## config.mk

```make
export PLATFORM = sky130hd
export DESIGN_NAME = sp_unit
export DESIGN_NICKNAME = d
export VERILOG_FILES = /design/src/rtl/sp_pkg.sv /design/src/rtl/sp_seq.sv /design/src/rtl/sp_ptr.sv /design/src/rtl/sp_lock.sv /design/src/rtl/sp_unit.sv
export SDC_FILE = /design/constraint.sdc
export NUM_CORES = 1
export LEC_CHECK = 0
export CAP_MARGIN = 5
export CORE_UTILIZATION = 60
export CTS_BUF_LIST = sky130_fd_sc_hd__clkbuf_4
export CTS_CLUSTER_DIAMETER = 60
export DETAILED_ROUTE_END_ITERATION = 10
export DONT_BUFFER_PORTS = 1
export PLACE_DENSITY = 0.77
export SLEW_MARGIN = 20
export SYNTH_ARGS = -nofsm -noshare
export SYNTH_HDL_FRONTEND = slang
export SYNTH_SLANG_ARGS = --single-unit
```

## constraint.sdc

```tcl
create_clock -name clk -period 3.9 [get_ports clk]
set_input_delay 0.195 -clock clk [delete_from_list [all_inputs] [get_ports clk]]
set_output_delay 0.195 -clock clk [all_outputs]
set_load 0.05 [all_outputs]
```

## src/rtl/sp_pkg.sv

```systemverilog
package sp_pkg;

  typedef enum logic {
    DIR_DN = 1'b0,
    DIR_UP = 1'b1
  } sp_dir_e;

  // Return-address bytes derived from program memory size in KB
  function automatic int ret_addr_bytes(input int prog_kb);
    return (prog_kb > 128) ? 3 : 2;
  endfunction

endpackage

```

## src/rtl/sp_seq.sv

```systemverilog
module sp_seq
  import sp_pkg::*;
#(
  parameter int RA_BYTES = 3
) (
  input  logic clk,
  input  logic rst,
  input  logic push_i,
  input  logic pop_i,
  input  logic call_i,
  input  logic ret_i,
  output logic step_dn_o,
  output logic step_up_o,
  output logic busy_o
);

  localparam int CW = $clog2(RA_BYTES) + 1;
  localparam logic [CW-1:0] REMAIN = CW'(RA_BYTES - 1);

  logic [CW-1:0] cnt_q;
  sp_dir_e       dir_q;
  logic          active;

  assign active = (cnt_q != '0);
  assign busy_o = active;

  always_comb begin
    if (active) begin
      step_dn_o = (dir_q == DIR_DN);
      step_up_o = (dir_q == DIR_UP);
    end else begin
      step_dn_o = push_i | call_i;
      step_up_o = pop_i | ret_i;
    end
  end

  always_ff @(posedge clk) begin
    if (rst) begin
      cnt_q <= '0;
      dir_q <= DIR_DN;
    end else if (active) begin
      cnt_q <= cnt_q - 1'b1;
    end else if (call_i) begin
      cnt_q <= REMAIN;
      dir_q <= DIR_DN;
    end else if (ret_i) begin
      cnt_q <= REMAIN;
      dir_q <= DIR_UP;
    end
  end

  assert_dir_stable_R5: assert property (@(posedge clk) disable iff (rst)
    (busy_o && $past(busy_o)) |-> $stable(dir_q));

  assert_busy_steps_R4: assert property (@(posedge clk) disable iff (rst)
    busy_o |-> (step_dn_o ^ step_up_o));

endmodule

```

## src/rtl/sp_ptr.sv

```systemverilog
module sp_ptr #(
  parameter int              ADDR_W    = 16,
  parameter logic [ADDR_W-1:0] RESET_VAL = '1
) (
  input  logic              clk,
  input  logic              rst,
  input  logic              step_dn_i,
  input  logic              step_up_i,
  input  logic              wr_en_i,
  input  logic              wr_hi_i,
  input  logic [7:0]        wr_data_i,
  input  logic              rd_en_i,
  input  logic              rd_hi_i,
  output logic [7:0]        rd_data_o,
  output logic [ADDR_W-1:0] sp_o,
  output logic [ADDR_W-1:0] mem_addr_o,
  output logic              mem_valid_o
);

  localparam int HI_W = ADDR_W - 8;

  logic [ADDR_W-1:0] sp_q;
  logic [ADDR_W-1:0] sp_nxt;
  logic [7:0]        rd_nxt;

  always_comb begin
    sp_nxt = sp_q;
    if (step_dn_i)      sp_nxt = sp_q - 1'b1;
    else if (step_up_i) sp_nxt = sp_q + 1'b1;
    else if (wr_en_i) begin
      if (wr_hi_i) sp_nxt = {wr_data_i[HI_W-1:0], sp_q[7:0]};
      else         sp_nxt = {sp_q[ADDR_W-1:8], wr_data_i};
    end
  end

  assign rd_nxt = rd_hi_i ? 8'(sp_nxt[ADDR_W-1:8]) : sp_nxt[7:0];

  always_ff @(posedge clk) begin
    if (rst) begin
      sp_q        <= RESET_VAL;
      mem_addr_o  <= '0;
      mem_valid_o <= 1'b0;
      rd_data_o   <= '0;
    end else begin
      sp_q        <= sp_nxt;
      mem_valid_o <= step_dn_i | step_up_i;
      if (step_dn_i)      mem_addr_o <= sp_q;
      else if (step_up_i) mem_addr_o <= sp_nxt;
      if (rd_en_i)        rd_data_o  <= rd_nxt;
    end
  end

  assign sp_o = sp_q;

  assert_push_addr_R2: assert property (@(posedge clk) disable iff (rst)
    step_dn_i |=> (mem_valid_o && mem_addr_o == sp_o + 1'b1));

  assert_pop_addr_R3: assert property (@(posedge clk) disable iff (rst)
    step_up_i |=> (mem_valid_o && mem_addr_o == sp_o));

  assert_hold_R7: assert property (@(posedge clk) disable iff (rst)
    (!step_dn_i && !step_up_i && !wr_en_i) |=> ($stable(sp_o) && !mem_valid_o));

endmodule

```

## src/rtl/sp_lock.sv

```systemverilog
module sp_lock #(
  parameter int LOCK_INSNS = 4
) (
  input  logic clk,
  input  logic rst,
  input  logic low_wr_i,
  input  logic other_wr_i,
  input  logic retire_i,
  output logic mask_o
);

  localparam int CW = $clog2(LOCK_INSNS + 1);
  localparam logic [CW-1:0] FULL = CW'(LOCK_INSNS);

  logic [CW-1:0] left_q;
  logic          mask_q;

  always_ff @(posedge clk) begin
    if (rst) begin
      left_q <= '0;
      mask_q <= 1'b0;
    end else if (low_wr_i) begin
      left_q <= FULL;
      mask_q <= 1'b1;
    end else if (mask_q) begin
      if (other_wr_i) begin
        left_q <= '0;
        mask_q <= 1'b0;
      end else if (retire_i) begin
        left_q <= left_q - 1'b1;
        if (left_q == CW'(1)) mask_q <= 1'b0;
      end
    end
  end

  assign mask_o = mask_q;

  assert_lock_start_R9: assert property (@(posedge clk) disable iff (rst)
    low_wr_i |=> mask_o);

  assert_lock_hold_R9: assert property (@(posedge clk) disable iff (rst)
    (mask_o && !low_wr_i && !other_wr_i && !retire_i) |=> mask_o);

  assert_lock_io_end_R10: assert property (@(posedge clk) disable iff (rst)
    (mask_o && !low_wr_i && other_wr_i) |=> !mask_o);

  assert_lock_bound_R11: assert property (@(posedge clk) disable iff (rst)
    mask_o |-> (left_q != '0 && left_q <= FULL));

endmodule

```

## src/rtl/sp_unit.sv

```systemverilog
module sp_unit
  import sp_pkg::*;
#(
  parameter int                ADDR_W     = 16,
  parameter logic [ADDR_W-1:0] SRAM_TOP   = 16'h5FFF,
  parameter int                PROG_KB    = 192,
  parameter int                LOCK_INSNS = 4
) (
  input  logic              clk,
  input  logic              rst,
  input  logic              io_we_i,
  input  logic              io_re_i,
  input  logic              io_hi_i,
  input  logic [7:0]        io_wdata_i,
  output logic [7:0]        io_rdata_o,
  input  logic              push_i,
  input  logic              pop_i,
  input  logic              call_i,
  input  logic              ret_i,
  input  logic              retire_i,
  input  logic              io_wr_other_i,
  output logic              irq_mask_o,
  output logic              busy_o,
  output logic              mem_valid_o,
  output logic [ADDR_W-1:0] mem_addr_o,
  output logic [ADDR_W-1:0] sp_o
);

  localparam int RA_BYTES = ret_addr_bytes(PROG_KB);

  logic step_dn, step_up;
  logic low_wr, other_wr;

  assign low_wr   = io_we_i & ~io_hi_i;
  assign other_wr = (io_we_i & io_hi_i) | io_wr_other_i;

  sp_seq #(.RA_BYTES(RA_BYTES)) u_seq (
    .clk       (clk),
    .rst       (rst),
    .push_i    (push_i),
    .pop_i     (pop_i),
    .call_i    (call_i),
    .ret_i     (ret_i),
    .step_dn_o (step_dn),
    .step_up_o (step_up),
    .busy_o    (busy_o)
  );

  sp_ptr #(.ADDR_W(ADDR_W), .RESET_VAL(SRAM_TOP)) u_ptr (
    .clk         (clk),
    .rst         (rst),
    .step_dn_i   (step_dn),
    .step_up_i   (step_up),
    .wr_en_i     (io_we_i),
    .wr_hi_i     (io_hi_i),
    .wr_data_i   (io_wdata_i),
    .rd_en_i     (io_re_i),
    .rd_hi_i     (io_hi_i),
    .rd_data_o   (io_rdata_o),
    .sp_o        (sp_o),
    .mem_addr_o  (mem_addr_o),
    .mem_valid_o (mem_valid_o)
  );

  sp_lock #(.LOCK_INSNS(LOCK_INSNS)) u_lock (
    .clk        (clk),
    .rst        (rst),
    .low_wr_i   (low_wr),
    .other_wr_i (other_wr),
    .retire_i   (retire_i),
    .mask_o     (irq_mask_o)
  );

  assert_strobes_onehot_R13: assert property (@(posedge clk) disable iff (rst)
    $onehot0({push_i, pop_i, call_i, ret_i}));

  assert_busy_ignores_R13: assert property (@(posedge clk) disable iff (rst)
    (busy_o && $past(busy_o) && !rst) |-> mem_valid_o);

  assert_hi_no_lock_R12: assert property (@(posedge clk) disable iff (rst)
    (io_we_i && io_hi_i && !irq_mask_o) |=> !irq_mask_o);

  assert_push_moves_R2: assert property (@(posedge clk) disable iff (rst)
    (push_i && !busy_o) |=> (sp_o == $past(sp_o) - 1'b1));

  assert_pop_moves_R3: assert property (@(posedge clk) disable iff (rst)
    (pop_i && !busy_o) |=> (sp_o == $past(sp_o) + 1'b1));

endmodule

```

==> implementation parameters, run 1 <==
Parameter                              Value

Global route
  Pin count of the biggest net entering global routing    35
  Met2 Usage GRT    0.547
  Antenna violations before repair    0
  GRT Resource Usage Total    0.342
  Routing usage on met3    0.0736
  Most crowded layer after global routing    met2
  Remaining global-route overflow    0
  Met1 Resource Use GR    0.449
  First-pass GRT wire length    around 14 mm
  Number of global-route vias before repair    about 2800

Setup path
  Worst-path maximum fanout    34
  Internal reg-to-reg setup slack    0.96 ns
  Cell class contributing the biggest share of worst-path delay    simple AND/OR/NAND/NOR gates
  Cells traversed along the worst timing path    inv_1, ha_1, ha_1, or3b_1, nand2_2, nor3_1, a221o_1, or3_1, a311oi_1
  Critical path startpoint category    flop
  Most used cell, CP    ha_1
  Number of cell instances on the worst register-to-register path    9
  Max stage delay on crit path    approximately 0.5 ns
  CP Data Required Time    4.19 ns
  Arrival time of the worst setup path    3.22 ns
  Cell with the largest stage delay on the worst path    nand2_2
  Critical register-to-register path startpoint    u_seq.cnt_q[0]$_SDFFE_PP0P_
  Endpoint type of the worst setup path    flop
  Worst setup path class    reg2reg
  Endpoint of the lowest-slack register-to-register path    u_ptr.rd_data_o[7]$_SDFFE_PP0P_
  Total buffers and inverters traversed by the critical path    1

Finish
  Share of post-route cells with drive strength above 1    0.0805
  Nets    about 440
  Layout-stage area growth over the synthesis result    3.31%
  Final Instance Count excl. Fillers    480
  Diode insertion count for antenna repair    0
  FILL cells    approximately 480

Clock tree
  Worst-skew pair later-pin latency    0.38 ns
  CTS H-Tree Depth    2
  CTS Buffer Depth    2
  Number of sinks handled by clock tree synthesis    49
  Cts repair resizes    0
  Num CTS Buffers    5
  Number of buffers inserted by post-CTS setup repair    0
  Reg clk slew, reported paths    0.13 ns
  CTS tree    done
  Root buffer cell    clkbuf_4

Logic synthesis
  Cell taking the most area after synthesis    dfxtp_1
  Number of register bits inferred by synthesis    slightly below 50
  Most common cell in the netlist    nand2_1
  Primary FF master, synth    dfxtp_1
  Mean instance size in the synthesized netlist    between 7 and 8 um^2
  Top cell type's share of synthesized area    0.309
  Top area cells in the synthesized netlist    dfxtp_1 31%, nand2_1 6.7%, nor2_1 5.3%
  Syn Nets    roughly 450
  Share of synthesized registers carrying an async set or reset    0
  Distinct cell type count of the synthesized netlist    62
  Post-synth design cell area    3180 um^2
  Cells after synthesis    423
  Cell types with the highest counts after synthesis    57 x nand2_1, 49 x dfxtp_1, 45 x nor2_1
  Yosys warnings    0
  Sequential share of the synthesized area    0.309
  Number of enable-type register cells in the synthesized netlist    0

Route
  Detailed-route wire length per cell    between 15 and 20 um
  Starting DRC count in detailed routing    between 200 and 300
  Per-cell via count in the routed design    slightly below 7
  DRC violations left    0
  Number of routed nets with antenna violations    0
  Detailed Routing Iterations Pass 1    5
  Final wirelength    around 9.3 mm
  Count of vias placed by the detailed router    about 3300

Floorplanning
  Vertical die dimension    roughly 75 um
  Placement Rows    26
  Initial core utilization    0.622
  Number of top-level design ports    62
  Full die area    about 5600 um^2
  Area inside the core boundary    slightly above 5000 um^2
  Die Span X    74.8 um

Placement
  I/O Buffers    0
  Half-perimeter wire length of the detailed placement result    between 6 and 7 mm
  Total placed cells including tap cells    between 400 and 500
  GP Congestion    0.967

STA
  Max Transition Viols Final    0
  Slew at the pin with the worst max-slew slack    0.985 ns
  Worst slew margin relative to its limit    0.341
  Final worst-path cycle share    0.753
  Final total negative setup slack    0 ns
  Final-report hold violation count    0
  Setup-failing EPs final    0
  Unrepaired setup endpoints after global routing    false
  Setup skew after layout    approximately 0.016 ns
  Fmax    between 0.3 and 0.4 GHz
  Worst hold slack after final layout    roughly 0.014 ns
  Fin crit period    around 2.9 ns

Power and ir drop
  Pwr per Cell Area    842 nW/um^2
  Worst vdd rail ir drop    just under 0.5 mV
  Power Total    approximately 2800 uW
  Leak    between 0.001 and 0.0015 uW

Hold path
  Worst Min Path Start    io_hi_i
  Worst min path class    in2reg
  Cells on Worst Hold Path    2
  Terminating pin of the worst hold path    u_ptr.rd_data_o[6]$_SDFFE_PP0P_

Outcome
  Status    finished, final reports clean

Run
  Maxcap violations    0
[where the power goes]
part / switching [uW] / internal [uW]
clock: 158 / 72.8
combinational: 840 / 478
sequential: 579 / 635
[worst register-to-register path, cell delays in order (launching register included)]
cell	delay (ns)
dfxtp_1	0.34
inv_1	0.06
ha_1	0.15
ha_1	0.31
or3b_1	0.48
nand2_2	0.50
nor3_1	0.11
a221o_1	0.32
or3_1	0.34
a311oi_1	0.24
[registers in the layout (all words and copies together) (netlist names)]
signal	flops
u_lock.mask_o	1
u_ptr.mem_addr_o	16
u_seq.cnt_q	3
u_seq.dir_q	1
u_ptr.sp_o	16
u_ptr.mem_valid_o	1
u_ptr.rd_data_o	8
u_lock.left_q	3
[per-layer routing]
metal,vias up,part of all wire
met5,-,0
li1,1516,-
met1,1512,0.42
met3,38,0.097
met2,190,0.45
met4,0,0.029
[per-stage QoR]
stage / instance area (um^2) / utilization / worst slack [ns]
finish: 3280 / 0.642 / 0.963
global route: 3280 / 0.642 / 0.731
CTS: 3280 / 0.642 / 0.965
detailed placement: 3170 / 0.621 / 1.00
global placement: 3170 / 0.621 / 1.10
floorplan: 3180 / - / 1.60
[kinds of logic (layout without fill, tap and decap cells)]
logic type	count (synthesis)	in the layout	synth area share
simple gates	189	189	0.302
compound gates	115	115	0.249
flops	49	49	0.309
buf+inv	47	34	0.0642
mux	9	9	0.0292
fa+ha+maj	7	7	0.0276
xor+xnor	7	7	0.0193
[final cells by class]
cell class / count / area [um^2] / share of cell area
Clock buffer: 6 / 45.0 / 0.0137
Tap cell: 70 / 87.6 / 0.0267
Sequential cell: 49 / 981 / 0.299
Inverter: 14 / 52.6 / 0.0160
Clock inverter: 1 / 3.75 / 0.00114
Timing Repair Buffer: 13 / 120 / 0.0366
Multi-Input combinational cell: 327 / 1990 / 0.607
[worst max-delay path by stage]
stage	from	endpoint	slack [ns]	cells past startpoint
after detailed placement	u_seq.cnt_q[0]$_SDFFE_PP0P_	u_ptr.rd_data_o[7]$_SDFFE_PP0P_	1.00	9
after floorplan	u_ptr.sp_o[1]$_SDFF_PP1_	u_ptr.rd_data_o[6]$_SDFFE_PP0P_	1.60	7
final	u_seq.cnt_q[0]$_SDFFE_PP0P_	u_ptr.rd_data_o[7]$_SDFFE_PP0P_	0.96	9
after CTS	u_seq.cnt_q[0]$_SDFFE_PP0P_	u_ptr.rd_data_o[7]$_SDFFE_PP0P_	0.96	9
after global placement	u_seq.cnt_q[0]$_SDFFE_PP0P_	u_ptr.rd_data_o[7]$_SDFFE_PP0P_	1.10	9
after global routing	u_seq.cnt_q[0]$_SDFFE_PP0P_	u_ptr.rd_data_o[1]$_SDFFE_PP0P_	0.73	9
[layout by cell type, fill, tap and decap left out, types with 5 or more instances in the layout]
master	instances
nand2_1	57
dfxtp_1	49
nor2_1	45
a21oi_1	27
o21ai_0	23
inv_1	14
nand3_1	14
nor3_1	12
nand4_1	11
buf_4	8
mux2i_1	7
a22oi_1	7
ha_1	7
o31ai_1	6
o22ai_1	6
clkbuf_4	6
nor3b_1	5
nand2b_1	5
xor2_1	5
nand3b_1	5
o221ai_1	5
[what timing repair did]
action | in CTS | in global routing
endpoints found under the hold margin | 33 | 0
hold buffers | 5 | 0
endpoints found under the setup margin | 0 | 0
Power figures use the tool's default switching activity.
==> inputs of run 2 (changes only) <==
--- a/config.mk
+++ b/config.mk
@@ -11,7 +11,7 @@
 export CTS_CLUSTER_DIAMETER = 60
 export DETAILED_ROUTE_END_ITERATION = 10
 export DONT_BUFFER_PORTS = 1
-export PLACE_DENSITY = 0.77
+export PLACE_DENSITY = 0.8
 export SLEW_MARGIN = 20
 export SYNTH_ARGS = -nofsm -noshare
 export SYNTH_HDL_FRONTEND = slang
==> constraint.sdc (replaced) <==
create_clock -name clk -period 2.6 [get_ports clk]
set_input_delay 0.13 -clock clk [delete_from_list [all_inputs] [get_ports clk]]
set_output_delay 0.13 -clock clk [all_outputs]
set_load 0.05 [all_outputs]
==> implementation parameters, run 2 (synthesized netlist as in run 1, its figures left out) <==
Parameter                              Value

Finish
  FILL cells    424 (was 476)
  Share of post-route cells with drive strength above 1    0.161 (was 0.0805)
  Nets    472 (was 436)
  Most common cell after layout, fill and taps aside    nand2_1 (unchanged)
  Diode insertion count for antenna repair    0 (unchanged)
  Finished Core Util    0.712 (was 0.642)
  Highest-count cells in the layout ignoring fill and taps    57 x nand2_1, 49 x dfxtp_1, 43 x nor2_1 (was 57 x nand2_1, 49 x dfxtp_1, 45 x nor2_1)
  Layout-stage area growth over the synthesis result    14.5% (was 3.31%)

Route
  Count of vias placed by the detailed router    3396 (was 3256)
  Number of routed nets with antenna violations    0 (unchanged)
  Final wirelength    10.5 mm (was 9.29 mm)
  DRC violations left    0 (unchanged)
  Detailed-route wire length per cell    20.3 um (was 19.4 um)
  Per-cell via count in the routed design    6.57 (was 6.78)
  Starting DRC count in detailed routing    268 (was 267)
  Detailed Routing Iterations Pass 1    6 (was 5)

Clock tree
  Num CTS Buffers    5 (unchanged)
  CTS tree    done (unchanged)
  Root buffer cell    clkbuf_4 (unchanged)
  Number of sinks handled by clock tree synthesis    49 (unchanged)
  Worst-skew pair later-pin latency    0.38 ns (about the same)
  Number of buffers inserted by post-CTS setup repair    0 (unchanged)
  CTS H-Tree Depth    2 (unchanged)
  Reg clk slew, reported paths    0.15 ns (was 0.13 ns)
  CTS Buffer Depth    2 (unchanged)

Run
  Maxcap violations    0 (unchanged)

Floorplanning
  Number of top-level design ports    62 (unchanged)
  Initial core utilization    0.622 (unchanged)
  Die Span X    74.8 um (unchanged)
  Vertical die dimension    74.8 um (unchanged)
  Full die area    5590 um^2 (unchanged)
  Placement Rows    26 (unchanged)
  Area inside the core boundary    5110 um^2 (unchanged)

Setup path
  Cells traversed along the worst timing path    inv_1, ha_1, ha_2, or3b_4, nand2_2, buf_4, o22ai_1, o311ai_0, a311oi_1 (was inv_1, ha_1, ha_1, or3b_1, nand2_2, nor3_1, a221o_1, or3_1, a311oi_1)
  CP Data Required Time    2.85 ns (was 4.19 ns)
  Cell with the largest stage delay on the worst path    or3b_4 (was nand2_2)
  Critical path startpoint category    flop (unchanged)
  Arrival time of the worst setup path    2.72 ns (was 3.22 ns)
  Total buffers and inverters traversed by the critical path    2 (was 1)
  Worst setup path class    reg2reg (unchanged)
  Endpoint type of the worst setup path    flop (unchanged)
  Worst-path maximum fanout    21 (was 34)
  Cell class contributing the biggest share of worst-path delay    compound AO/OA/AOI/OAI gates (was simple AND/OR/NAND/NOR gates)
  Max stage delay on crit path    0.45 ns (was 0.50 ns)

STA
  Fin crit period    2.47 ns (was 2.94 ns)
  Final total negative setup slack    0 ns (unchanged)
  Setup-failing EPs final    0 (unchanged)
  Final-report hold violation count    0 (unchanged)
  Setup skew after layout    0.0130 ns (was 0.0162 ns)
  Fmax    0.405 GHz (was 0.340 GHz)
  Unrepaired setup endpoints after global routing    false (unchanged)
  Worst slew margin relative to its limit    0.518 (was 0.341)
  Max Transition Viols Final    0 (unchanged)
  Slew at the pin with the worst max-slew slack    0.723 ns (was 0.985 ns)
  Worst hold slack after final layout    0.00724 ns (was 0.0141 ns)
  Final worst-path cycle share    0.950 (was 0.753)

Global route
  First-pass GRT wire length    16.1 mm (was 14.2 mm)
  Number of global-route vias before repair    3117 (was 2830)
  Remaining global-route overflow    0 (unchanged)
  Antenna violations before repair    0 (unchanged)
  GRT Resource Usage Total    0.386 (was 0.342)
  Pin count of the biggest net entering global routing    34 (was 35)

Power and ir drop
  Pwr per Cell Area    1290 nW/um^2 (was 842 nW/um^2)
  Leak    0.00148 uW (was 0.00128 uW)
  Worst vdd rail ir drop    0.773 mV (was 0.492 mV)
  Power Total    4700 uW (was 2760 uW)

Placement
  Half-perimeter wire length of the detailed placement result    7.46 mm (was 6.46 mm)
  GP Congestion    0.976 (was 0.967)
  I/O Buffers    0 (unchanged)

Outcome
  Status    finished, final reports clean (unchanged)

Hold path
  Worst min path class    in2reg (unchanged)
[run 2: final cells by class]
cell class | count | area [um^2] | area share
sequential | 49 | 981 | 0.270
inverter | 14 | 52.6 | 0.0144
multi-input combinational | 327 | 2010 | 0.553
timing repair buffer | 49 | 400 | 0.110
tap | 70 | 87.6 | 0.0241
clock inverter | 3 | 65.1 | 0.0179
clock buffer | 5 | 37.5 | 0.0103
[run 2: final timing paths]
kind / start / endpoint / slack (ns) / cells past startpoint
worst min-delay path: rst / u_ptr.mem_addr_o[4]$_SDFFE_PP0P_ / 0.007 / 2
worst min register to register: u_seq.cnt_q[0]$_SDFFE_PP0P_ / u_seq.cnt_q[0]$_SDFFE_PP0P_ / 0.50 / 1
worst max-delay path: u_seq.cnt_q[0]$_SDFFE_PP0P_ / u_ptr.rd_data_o[6]$_SDFFE_PP0P_ / 0.13 / 9
worst max register to register: u_seq.cnt_q[0]$_SDFFE_PP0P_ / u_ptr.rd_data_o[6]$_SDFFE_PP0P_ / 0.13 / 9
[run 2: power breakdown]
| part | switching, uW | internal, uW | total, uW |
|---|---|---|---|
| sequential | 609 | 954 | 1560 |
| clock | 262 | 298 | 560 |
| combinational | 1640 | 934 | 2570 |
[run 2: layer usage]
metal / global-route usage / part of all wire / vias to the layer above
met1: 0.484 / 0.41 / 1573
met2: 0.622 / 0.46 / 194
met5: 0 / 0 / -
met4: 0.136 / 0.032 / 0
li1: - / - / 1593
met3: 0.124 / 0.094 / 36
[run 2: timing repair]
action                                 4_1_cts  5_1_grt
setup endpoints to repair                    0       12
hold buffers                                 9        0
endpoints found under the hold margin       36        0
resized for setup                            0        6
[run 2: per-stage QoR]
stage / instances / area [um^2] / setup WS [ns]
floorplan: 423 / 3180 / 0.296
global placement: 500 / 3410 / 0.158
detailed placement: 500 / 3410 / 0.109
CTS: 517 / 3610 / 0.0812
global route: 517 / 3640 / 0.00713
finish: 517 / 3640 / 0.130
